**src/rtl/optsel_pkg.sv**
```systemverilog
// Package: shared widths and the sparse base-code lookup for the
// option-select ROM decoder. Assumes 16 KB-aligned window bases in a
// 20-bit memory space.
package optsel_pkg;

    localparam int OPT_ADDR_W  = 20;
    localparam int OPT_DATA_W  = 8;
    localparam int OPT_IDX_W   = 3;
    localparam int OPT_WIN_BITS = 14;
    localparam int OPT_CFG_IDX = 2;

    typedef struct packed {
        logic                  valid;
        logic [OPT_ADDR_W-1:0] base;
    } base_sel_t;

    // Maps a 3-bit placement code onto a window base; codes 100/101 are invalid.
    function automatic base_sel_t lookup_base(input logic [2:0] code);
        base_sel_t r;
        r.valid = 1'b1;
        case (code)
            3'b000:  r.base = 20'hD4000;
            3'b001:  r.base = 20'hD0000;
            3'b010:  r.base = 20'hCC000;
            3'b011:  r.base = 20'hC8000;
            3'b110:  r.base = 20'hDC000;
            3'b111:  r.base = 20'hD8000;
            default: begin
                r.valid = 1'b0;
                r.base  = '0;
            end
        endcase
        return r;
    endfunction

endpackage

```
**src/rtl/optsel_regfile.sv**
```systemverilog
// Module: option-select register storage. Offsets below FIRST_RW return
// fixed ID bytes; the rest are writable storage. Provides the value that
// the configuration byte will hold after the current edge so the decoder
// can act on it in the same cycle. Assumes a synchronous active-low reset.
module optsel_regfile #(
    parameter int          IDX_W   = 3,
    parameter int          DATA_W  = 8,
    parameter int          CFG_IDX = 2,
    parameter logic [7:0]  ID_LO   = 8'h8D,
    parameter logic [7:0]  ID_HI   = 8'h70
) (
    input  logic              clk,
    input  logic              rst_n,
    input  logic              setup_sel,
    input  logic              wr_en,
    input  logic [IDX_W-1:0]  reg_idx,
    input  logic [DATA_W-1:0] wr_data,
    output logic [DATA_W-1:0] rd_data,
    output logic              wr_accept,
    output logic [DATA_W-1:0] cfg_next,
    output logic [DATA_W-1:0] cfg_q
);

    localparam int NREG     = 1 << IDX_W;
    localparam int FIRST_RW = 2;

    logic [DATA_W-1:0] store_q [FIRST_RW:NREG-1];
    logic [DATA_W-1:0] view    [NREG];
    logic              wr_hits_rw;

    // Write qualification: strobe, request and a writable offset.
    always_comb begin
        wr_hits_rw = (int'(reg_idx) >= FIRST_RW);
        wr_accept  = setup_sel && wr_en && wr_hits_rw;
    end

    // Storage update for the writable offsets.
    always_ff @(posedge clk) begin
        if (!rst_n) begin
            for (int i = FIRST_RW; i < NREG; i++) store_q[i] <= '0;
        end else if (wr_accept) begin
            for (int i = FIRST_RW; i < NREG; i++)
                if (int'(reg_idx) == i) store_q[i] <= wr_data;
        end
    end

    // Read view: fixed ID bytes below FIRST_RW, storage above.
    for (genvar g = 0; g < NREG; g++) begin : g_view
        if (g == 0) begin : g_id_lo
            assign view[g] = DATA_W'(ID_LO);
        end else if (g == 1) begin : g_id_hi
            assign view[g] = DATA_W'(ID_HI);
        end else begin : g_store
            assign view[g] = store_q[g];
        end
    end

    // Combinational read port.
    assign rd_data = view[reg_idx];

    // Configuration byte now and after this edge.
    always_comb begin
        cfg_q    = store_q[CFG_IDX];
        cfg_next = (wr_accept && (int'(reg_idx) == CFG_IDX)) ? wr_data : store_q[CFG_IDX];
    end

    p_strobe_gate_r9: assert property (@(posedge clk) disable iff (!rst_n)
        !wr_accept |=> $stable(cfg_q))
        else $error("config byte changed without accepted write");

    p_id_write_ignored_r1: assert property (@(posedge clk) disable iff (!rst_n)
        (wr_en && setup_sel && int'(reg_idx) < FIRST_RW) |=> $stable(cfg_q))
        else $error("ID write disturbed config byte");

endmodule

```
**src/rtl/optsel_base_decode.sv**
```systemverilog
// Module: turns the configuration byte into a registered window enable and
// base. The enable is cleared on every accepted write and set again when
// the new config byte has bit 0 set; the base moves only for valid codes.
// Assumes cfg_next is the config value that holds after this edge.
module optsel_base_decode
    import optsel_pkg::*;
#(
    parameter int              ADDR_W   = 20,
    parameter int              DATA_W   = 8,
    parameter int              WIN_BITS = 14,
    parameter logic [19:0]     DEF_BASE = 20'hD8000
) (
    input  logic              clk,
    input  logic              rst_n,
    input  logic              wr_accept,
    input  logic [DATA_W-1:0] cfg_next,
    output logic              map_en,
    output logic [ADDR_W-1:0] map_base
);

    base_sel_t sel;

    // Code lookup from the top three bits of the incoming config byte.
    always_comb sel = lookup_base(cfg_next[DATA_W-1 -: 3]);

    // Enable and base registers, updated on each accepted write.
    always_ff @(posedge clk) begin
        if (!rst_n) begin
            map_en   <= 1'b0;
            map_base <= ADDR_W'(DEF_BASE);
        end else if (wr_accept) begin
            map_en <= cfg_next[0];
            if (cfg_next[0] && sel.valid) map_base <= ADDR_W'(sel.base);
        end
    end

    p_base_hold_r5: assert property (@(posedge clk) disable iff (!rst_n)
        (wr_accept && cfg_next[DATA_W-1 -: 2] == 2'b10) |=> $stable(map_base))
        else $error("reserved code moved base");

    p_disable_r6: assert property (@(posedge clk) disable iff (!rst_n)
        (wr_accept && !cfg_next[0]) |=> (!map_en && $stable(map_base)))
        else $error("clear of enable bit did not disable");

    p_base_legal_r4: assert property (@(posedge clk) disable iff (!rst_n)
        (map_base == 20'hD4000) || (map_base == 20'hD0000) || (map_base == 20'hCC000) ||
        (map_base == 20'hC8000) || (map_base == 20'hDC000) || (map_base == 20'hD8000))
        else $error("illegal base");

    p_base_aligned_r7: assert property (@(posedge clk) disable iff (!rst_n)
        map_base[WIN_BITS-1:0] == '0)
        else $error("base not window aligned");

endmodule

```
**src/rtl/optsel_window_match.sv**
```systemverilog
// Module: address comparator for the aligned ROM window. Assumes the base
// is aligned to 2**WIN_BITS so only the upper address bits are compared.
module optsel_window_match #(
    parameter int ADDR_W   = 20,
    parameter int WIN_BITS = 14
) (
    input  logic              map_en,
    input  logic [ADDR_W-1:0] map_base,
    input  logic [ADDR_W-1:0] mem_addr,
    output logic              hit
);

    // Upper-bit compare qualified by the enable.
    always_comb hit = map_en && (mem_addr[ADDR_W-1:WIN_BITS] == map_base[ADDR_W-1:WIN_BITS]);

endmodule

```
**src/rtl/optsel_rom_decoder.sv**
```systemverilog
// Module: top of the option-select register file and ROM window decoder.
// Host writes are accepted under the card-setup strobe; the window mapping
// is registered, so lookups see the mapping from before a same-cycle write.
// Assumes a synchronous active-low reset.
module optsel_rom_decoder
    import optsel_pkg::*;
#(
    parameter int          ADDR_W   = OPT_ADDR_W,
    parameter int          DATA_W   = OPT_DATA_W,
    parameter int          IDX_W    = OPT_IDX_W,
    parameter int          WIN_BITS = OPT_WIN_BITS,
    parameter logic [7:0]  ID_LO    = 8'h8D,
    parameter logic [7:0]  ID_HI    = 8'h70,
    parameter logic [19:0] DEF_BASE = 20'hD8000
) (
    input  logic              clk,
    input  logic              rst_n,
    input  logic              setup_sel,
    input  logic              wr_en,
    input  logic [IDX_W-1:0]  reg_idx,
    input  logic [DATA_W-1:0] wr_data,
    output logic [DATA_W-1:0] rd_data,
    input  logic [ADDR_W-1:0] mem_addr,
    output logic              rom_hit,
    output logic [ADDR_W-1:0] rom_base,
    output logic              setup_fb
);

    logic              wr_accept;
    logic [DATA_W-1:0] cfg_next;
    logic [DATA_W-1:0] cfg_q;
    logic              map_en;

    optsel_regfile #(
        .IDX_W(IDX_W), .DATA_W(DATA_W), .CFG_IDX(OPT_CFG_IDX),
        .ID_LO(ID_LO), .ID_HI(ID_HI)
    ) u_regs (
        .clk(clk), .rst_n(rst_n), .setup_sel(setup_sel), .wr_en(wr_en),
        .reg_idx(reg_idx), .wr_data(wr_data), .rd_data(rd_data),
        .wr_accept(wr_accept), .cfg_next(cfg_next), .cfg_q(cfg_q)
    );

    optsel_base_decode #(
        .ADDR_W(ADDR_W), .DATA_W(DATA_W), .WIN_BITS(WIN_BITS), .DEF_BASE(DEF_BASE)
    ) u_dec (
        .clk(clk), .rst_n(rst_n), .wr_accept(wr_accept), .cfg_next(cfg_next),
        .map_en(map_en), .map_base(rom_base)
    );

    optsel_window_match #(.ADDR_W(ADDR_W), .WIN_BITS(WIN_BITS)) u_match (
        .map_en(map_en), .map_base(rom_base), .mem_addr(mem_addr), .hit(rom_hit)
    );

    // Feedback to the setup logic is the stored enable bit.
    assign setup_fb = cfg_q[0];

    p_fb_tracks_r8: assert property (@(posedge clk) disable iff (!rst_n)
        setup_fb == map_en)
        else $error("feedback disagrees with mapping enable");

    p_hit_needs_en_r7: assert property (@(posedge clk) disable iff (!rst_n)
        rom_hit |-> setup_fb)
        else $error("hit while disabled");

    p_reset_state_r3: assert property (@(posedge clk)
        !rst_n |=> (!setup_fb && rom_base == ADDR_W'(DEF_BASE)))
        else $error("reset state wrong");

endmodule

```
**config.mk**
```make
export PLATFORM = sky130hd
export DESIGN_NAME = optsel_rom_decoder
export DESIGN_NICKNAME = d
export VERILOG_FILES = /design/src/rtl/optsel_pkg.sv /design/src/rtl/optsel_regfile.sv /design/src/rtl/optsel_base_decode.sv /design/src/rtl/optsel_window_match.sv /design/src/rtl/optsel_rom_decoder.sv
export SDC_FILE = /design/constraint.sdc
export NUM_CORES = 1
export LEC_CHECK = 0
export ABC_CLOCK_PERIOD_IN_PS = 2400
export BUFFER_PORTS_ARGS = -buffer_cell sky130_fd_sc_hd__buf_2
export CORE_MARGIN = 1
export CORE_UTILIZATION = 50
export CTS_CLUSTER_SIZE = 14
export DETAILED_ROUTE_END_ITERATION = 8
export PLACE_DENSITY_LB_ADDON = 0.05
export SLEW_MARGIN = 5
export SYNTH_ARGS = -nofsm -noshare
export SYNTH_HDL_FRONTEND = slang
export SYNTH_SLANG_ARGS = --single-unit
```
**constraint.sdc**
```tcl
create_clock -name clk -period 2.4 [get_ports clk]
set_input_delay 0.48 -clock clk [delete_from_list [all_inputs] [get_ports clk]]
set_output_delay 0.48 -clock clk [all_outputs]
set_load 0.1 [all_outputs]
```
==> metrics.cfg, run 1 <==
[run_status]
outcome = finished clean

[critical_path]
cpMaxStageDelayCell = mux4_2
crit_buf_inv = 2
critPathKind = in -> out
critPathLaunchType = input pin
required_ns = 1.92
crit_fanout = 14
slowest_delay_ns = 0.56
crit_chain = clkbuf_4 > mux4_2 > nand2_1 > o21ai_2 > buf_2
critPathTopFamily = buffers and inverters
worst_setup_path_end_kind = output port
crit_arrival_ns = 1.77

[yosys]
synth_warnings = 0
synth_async_sr_flop_share_pct = 0
ys_ff_latch = 53
synth_cells = 227
post_synth_num_cell_types = 41
synth_top_area_cell = edfxtp_1
synth_top_flop_cell = edfxtp_1
syn_area_per_cell_sq_um = 12.06
synth_top_cells_by_area = edfxtp_1, and2_1, mux4_2
netlist_area_sq_mm = 0.002738
ys_seq_area_share_pct = 56.31
synth_top_area_share_pct = 52.65
synth_edf_count = 48

[floorplanning]
initial_core_util_pct = 52.60
io_pins = 65
core_area_sq_mm = 0.005205
chipWidth_um = 76.00
fp-row-count = 26
die-area_sq_mm = 0.005775
die_y_um = 76.00

[placed_design]
dpl.hpwl_mm = 4.026
portBuffers = 35
dpl.cell_count = 335
placed_area_sq_mm = 0.003144
place_congestion = 0.7946

[pwr]
power_leakage_nw = 1.254
intPower_w = 0.001393
p_seq_share_pct = 51.1
ir_drop_uv = 382.7
p_per_area_mw_per_mm2 = 647.0
switchingPower_w = 0.0007036
clkPwrFrac_pct = 25.5
p_comb_share_pct = 23.4
swShare_pct = 33.56

[global_routing]
grt_pass1_vias = 1747
overflow = 0
grt_max_degree = 19
grt_pass1_wl_mm = 8.997
grt_antenna_before_repair = 0
grtUsageTotal_pct = 20.74

[cts]
h-tree-depth = 2
cts_sinks = 53
cts_root_buffer = clkbuf_8
cts_setup_buffers = 0
cts.path.max_buffers = 2
clkLatencyLatePin_ns = 0.31
cts-buffers-inserted = 5
postCtsResizedCells = 0
clk_pin_slew_ns = 0.10
cts_tree = yes
cts_hold_buffers = 0

[timing]
clock_skew_ns = 0.001987
final-setup-viol-count = 0
drv_slew = 0
hold_ws_ns = 0.4938
finalCritPeriodShare_pct = 93.82
period_minus_slack_ns = 2.252
hold_viol = 0
rsz0062_at_grt = no
max_freq_mhz = 444.1

[routing]
route.vias.total = 1788
wl_per_cell_um = 15.80
drc = 0
wirelength_mm = 5.418
drt_pass1_iterations = 4
ant_nets = 0
drt_iter0_markers = 98
vias_per_cell = 5.213

[layout]
fin_cells = 343
final_common_cell = edfxtp_1
drive_above_1_share_pct = 31.87
final_area_sq_mm = 0.003241
final_cell_mix = edfxtp_1, and2_1, buf_2
area_growth_pct = 18.37
diodes = 0
layout.nets = 307

[flow_run]
cap_violations = 0

[min_path]
hp-class = reg -> reg

## worst register-to-register path, stage by stage (launching register included)
cell	delay, ns
edfxtp_1	0.48
nand2b_1	0.15
a21oi_1	0.06
o21ai_2	0.28
a211oi_2	0.11
a41o_1	0.20
## cell usage after synthesis (2+ instances only)
library cell	count
edfxtp_1	48
and2_1	35
nand2_1	18
buf_4	17
o21ai_0	16
a21oi_1	8
and3_1	8
mux4_2	8
nor2_1	8
nand2b_1	6
clkbuf_1	5
dfxtp_1	5
nor3_1	5
a22oi_1	3
inv_1	3
nor4_1	3
and3b_1	2
buf_2	2
nand3_1	2
nor3_2	2
o21ai_1	2
xnor2_1	2
## logic make-up (layout without fill, tap and decap cells)
| group | after synthesis | count (layout) | synth area share, % |
|---|---|---|---|
| simple gates | 96 | 96 | 20.48 |
| flops | 53 | 53 | 56.31 |
| compound gates | 36 | 36 | 8.182 |
| buf+inv | 28 | 60 | 6.536 |
| mux | 10 | 10 | 7.404 |
| xor+xnor | 3 | 3 | 0.9600 |
| other cells | 1 | 15 | 0.1370 |
## metal layers
layer  GRT usage (%)  wire length, um  vias up
met5               0                0        -
met4           6.538               67        0
met3           4.072              157        7
met2           33.73             2654       38
met1           28.26             2538      858
li1                -                -      885
## through the flow
step	worst slack, ns	utilization [%]	total power [W]	TNS, ns
finish	0.1482	62.26	0.002097	0
global route	0.05462	62.26	0.002176	0
detailed placement	0.01364	60.41	0.001583	0
global placement	0.03363	60.41	0.001579	0
floorplan	-0.3850	-	0.001479	-0.3850
CTS	0.003626	62.21	0.002107	0
## path summary, 6_finish.rpt
| check | cells after the start | startpoint | slack, ns | end |
|---|---|---|---|---|
| max | 5 | reg_idx[0] | 0.15 | rd_data[4] |
| max reg2reg | 5 | u_regs.store_q[2][0] | 1.03 | u_dec.map_base[14] |
| min reg2reg | 1 | u_dec.map_base[18] | 0.49 | u_dec.map_base[18] |
| min | 1 | u_dec.map_base[18] | 0.49 | u_dec.map_base[18] |
## flip-flops by register name, indices dropped and copies added, names as in the netlist
signal,count
u_dec.map_en,1
u_dec.map_base,4
u_regs.store_q,48
## layout make-up
class	instances	area (sq um)
Clock buffer	5	68.82
Timing Repair Buffer	49	357.8
Sequential cell	53	1545
Tap cell	70	87.58
Inverter	3	11.26
Multi-Input combinational cell	160	1145
Clock inverter	3	25.02
Fill cell	446	1964
## power groups by stage
stage                     clock network, W  registers (W)  logic, W
after floorplan                          0        0.00111  0.000374
after global placement                   0        0.00109  0.000488
after detailed placement                 0        0.00109  0.000490
after CTS                         0.000544        0.00107  0.000491
after global routing              0.000584        0.00108  0.000515
final                             0.000535        0.00107  0.000490
(Power assumes the default switching activity.)
==> inputs of run 2 (changes only) <==
Settings changed: SYNTH_HIERARCHICAL set to 1.
==> metrics.cfg, run 2 <==
[critical_path]
slowest_delay_ns = 0.35  ; was 0.56 ns
reg2reg_depth = 4  ; was 5
cpMaxStageDelayCell = a222oi_1  ; was mux4_2
crit_chain = buf_2 > nor2b_1 > buf_4 > a222oi_1 > buf_4 > buf_12  ; was clkbuf_4 > mux4_2 > nand2_1 > o21ai_2 > buf_2
crit_fanout = 17  ; was 14
required_ns = 1.92  ; about the same
ff2ff_setup_slack_ns = 1.11  ; was 1.03 ns
critPathLaunchType = input pin  ; unchanged
critPathKind = in -> out  ; unchanged
worst_setup_path_end_kind = output port  ; unchanged
r2r_end = u_dec/map_base[18]  ; was u_dec.map_base[14]
crit_arrival_ns = 1.79  ; was 1.77 ns
cpMostUsedCell = buf_4
reg2reg_from = u_regs/store_q[0][0]  ; was u_regs.store_q[2][0]

[min_path]
hold_depth = 2  ; was 1
hp-class = in -> reg  ; was reg -> reg
min_to = u_dec/map_base[15]  ; was u_dec.map_base[18]
hp-start = rst_n  ; was u_dec.map_base[18]

[timing]
rsz0062_at_grt = no  ; unchanged
hold_ws_ns = 0.4730  ; was 0.4938 ns
worst_slew_pin_slew_ns = 0.5444
layout_setup_ws_ns = 0.1303  ; was 0.1482 ns
finalCritPeriodShare_pct = 94.57  ; was 93.82%
max_freq_mhz = 440.6  ; was 444.1 MHz
period_minus_slack_ns = 2.270  ; was 2.252 ns
hold_viol = 0  ; unchanged
slew_headroom_pct = 63.57
clock_skew_ns = 0.001152  ; was 0.001987 ns
drv_slew = 0  ; unchanged
final-setup-viol-count = 0  ; unchanged

[cts]
cts_tree = yes  ; unchanged
clk_pin_slew_ns = 0.09  ; was 0.10 ns
cts_setup_buffers = 0  ; unchanged
h-tree-depth = 2  ; unchanged
cts_sinks = 53  ; unchanged
postCtsResizedCells = 0  ; unchanged
cts_hold_buffers = 0  ; unchanged
cts.path.max_buffers = 2  ; unchanged
cts_root_buffer = clkbuf_8  ; unchanged
clkLatencyLatePin_ns = 0.30  ; was 0.31 ns
cts-buffers-inserted = 5  ; unchanged

[global_routing]
overflow = 0  ; unchanged
grt_max_degree = 18  ; was 19
grt_pass1_vias = 1839  ; was 1,747
grt_pass1_wl_mm = 9.315  ; was 8.997 mm
grtUsageTotal_pct = 21.34  ; was 20.74%
grt_antenna_before_repair = 0  ; unchanged

[layout]
layout.nets = 310  ; was 307
area_growth_pct = 21.36  ; was 18.37%
drive_above_1_share_pct = 28.99  ; was 31.87%
regMostFlops = u_regs/store_q  ; was u_regs.store_q
final_cell_mix = and2_1, edfxtp_1, buf_2  ; was edfxtp_1, and2_1, buf_2
nFillCells = 442  ; was 446
final_common_cell = and2_1  ; was edfxtp_1
largest_register_ffs = 48  ; unchanged
final_area_sq_mm = 0.003334  ; was 0.003241 sq mm
diodes = 0  ; unchanged
final_util_pct = 64.06  ; was 62.26%
reg_top3 = u_regs/store_q (48), u_dec/map_base (4), u_dec/map_en (1)  ; was u_regs.store_q (48), u_dec.map_base (4), u_dec.map_en (1)

[routing]
vias_per_cell = 5.254  ; was 5.213
route.vias.total = 1818  ; was 1,788
ant_nets = 0  ; unchanged
drt_pass1_iterations = 4  ; unchanged
wl_per_cell_um = 16.47  ; was 15.80 um
drt_iter0_markers = 76  ; was 98
drc = 0  ; unchanged
wirelength_mm = 5.697  ; was 5.418 mm

[yosys]
syn_area_per_cell_sq_um = 12.27  ; was 12.06 sq um
synth_warnings = 6  ; was 0
synth_cells = 224  ; was 227
netlist_area_sq_mm = 0.002748  ; was 0.002738 sq mm

[floorplanning]
die-area_sq_mm = 0.005796  ; was 0.005775 sq mm
io_pins = 65  ; unchanged
initial_core_util_pct = 52.79  ; was 52.60%
die_y_um = 76.13  ; was 76.00 um
core_area_sq_mm = 0.005205  ; unchanged
fp-row-count = 26  ; unchanged
chipWidth_um = 76.13  ; was 76.00 um

[placed_design]
dpl_worst_slack_ns = 0.1655  ; was 0.01364 ns
portBuffers = 35  ; unchanged
place_congestion = 0.7700  ; was 0.7946
placed_area_sq_mm = 0.003218  ; was 0.003144 sq mm
dpl.hpwl_mm = 4.293  ; was 4.026 mm

[pwr]
p_per_area_mw_per_mm2 = 666.1  ; was 647.0 mW/mm^2
power_leakage_nw = 1.310  ; was 1.254 nW
ir_drop_uv = 493.8  ; was 382.7 uV

[run_status]
outcome = finished clean  ; unchanged

[flow_run]
cap_violations = 0  ; unchanged

==> run 2: stage by stage <==
step / instances / setup TNS [ns] / power (W)
global placement: 338 / 0 / 0.001613
finish: 346 / 0 / 0.002221
detailed placement: 338 / 0 / 0.001620
floorplan: 238 / -4.456 / 0.001474
CTS: 346 / 0 / 0.002235
global route: 346 / 0 / 0.002292
==> run 2: power breakdown <==
group / switching (W) / internal (W)
clock: 0.000284 / 0.000340
combinational: 0.000367 / 0.000158
sequential: 0.0000165 / 0.00106
==> run 2: cell type report <==
class                           count  area, sq um  share of cell area (%)
Timing Repair Buffer               53        455.4                   13.66
Inverter                            3        11.26                  0.3377
Multi-Input combinational cell    159         1122                   33.66
Sequential cell                    53         1541                   46.23
Clock inverter                      1        30.03                  0.9006
Clock buffer                        7        86.33                   2.589
Tap cell                           70        87.58                   2.627
==> run 2: worst max-delay path: cells and delay by family <==
kind | cells | cell delay (ns)
buf+inv | 4 | 0.83
compound gates | 1 | 0.35
simple gates | 1 | 0.12
==> run 2: worst max path at each step <==
stage | from | endpoint | slack (ns)
2_1_floorplan | reg_idx[1] | rd_data[4] | -1.27
3_3_place_gp | reg_idx[0] | rd_data[6] | 0.17
3_5_place_dp | reg_idx[1] | rd_data[2] | 0.17
4_1_cts | reg_idx[0] | rd_data[5] | 0.15
5_1_grt | reg_idx[0] | rd_data[5] | 0.09
6_report | reg_idx[0] | rd_data[5] | 0.13
==> run 2: metal layers <==
layer / up-vias / wire, um / track usage, %
li1: 879 / - / -
met1: 895 / 2606 / 27.77
met2: 37 / 2815 / 36.45
met3: 7 / 216 / 4.192
met4: 0 / 59 / 5.769
met5: - / 0 / 0
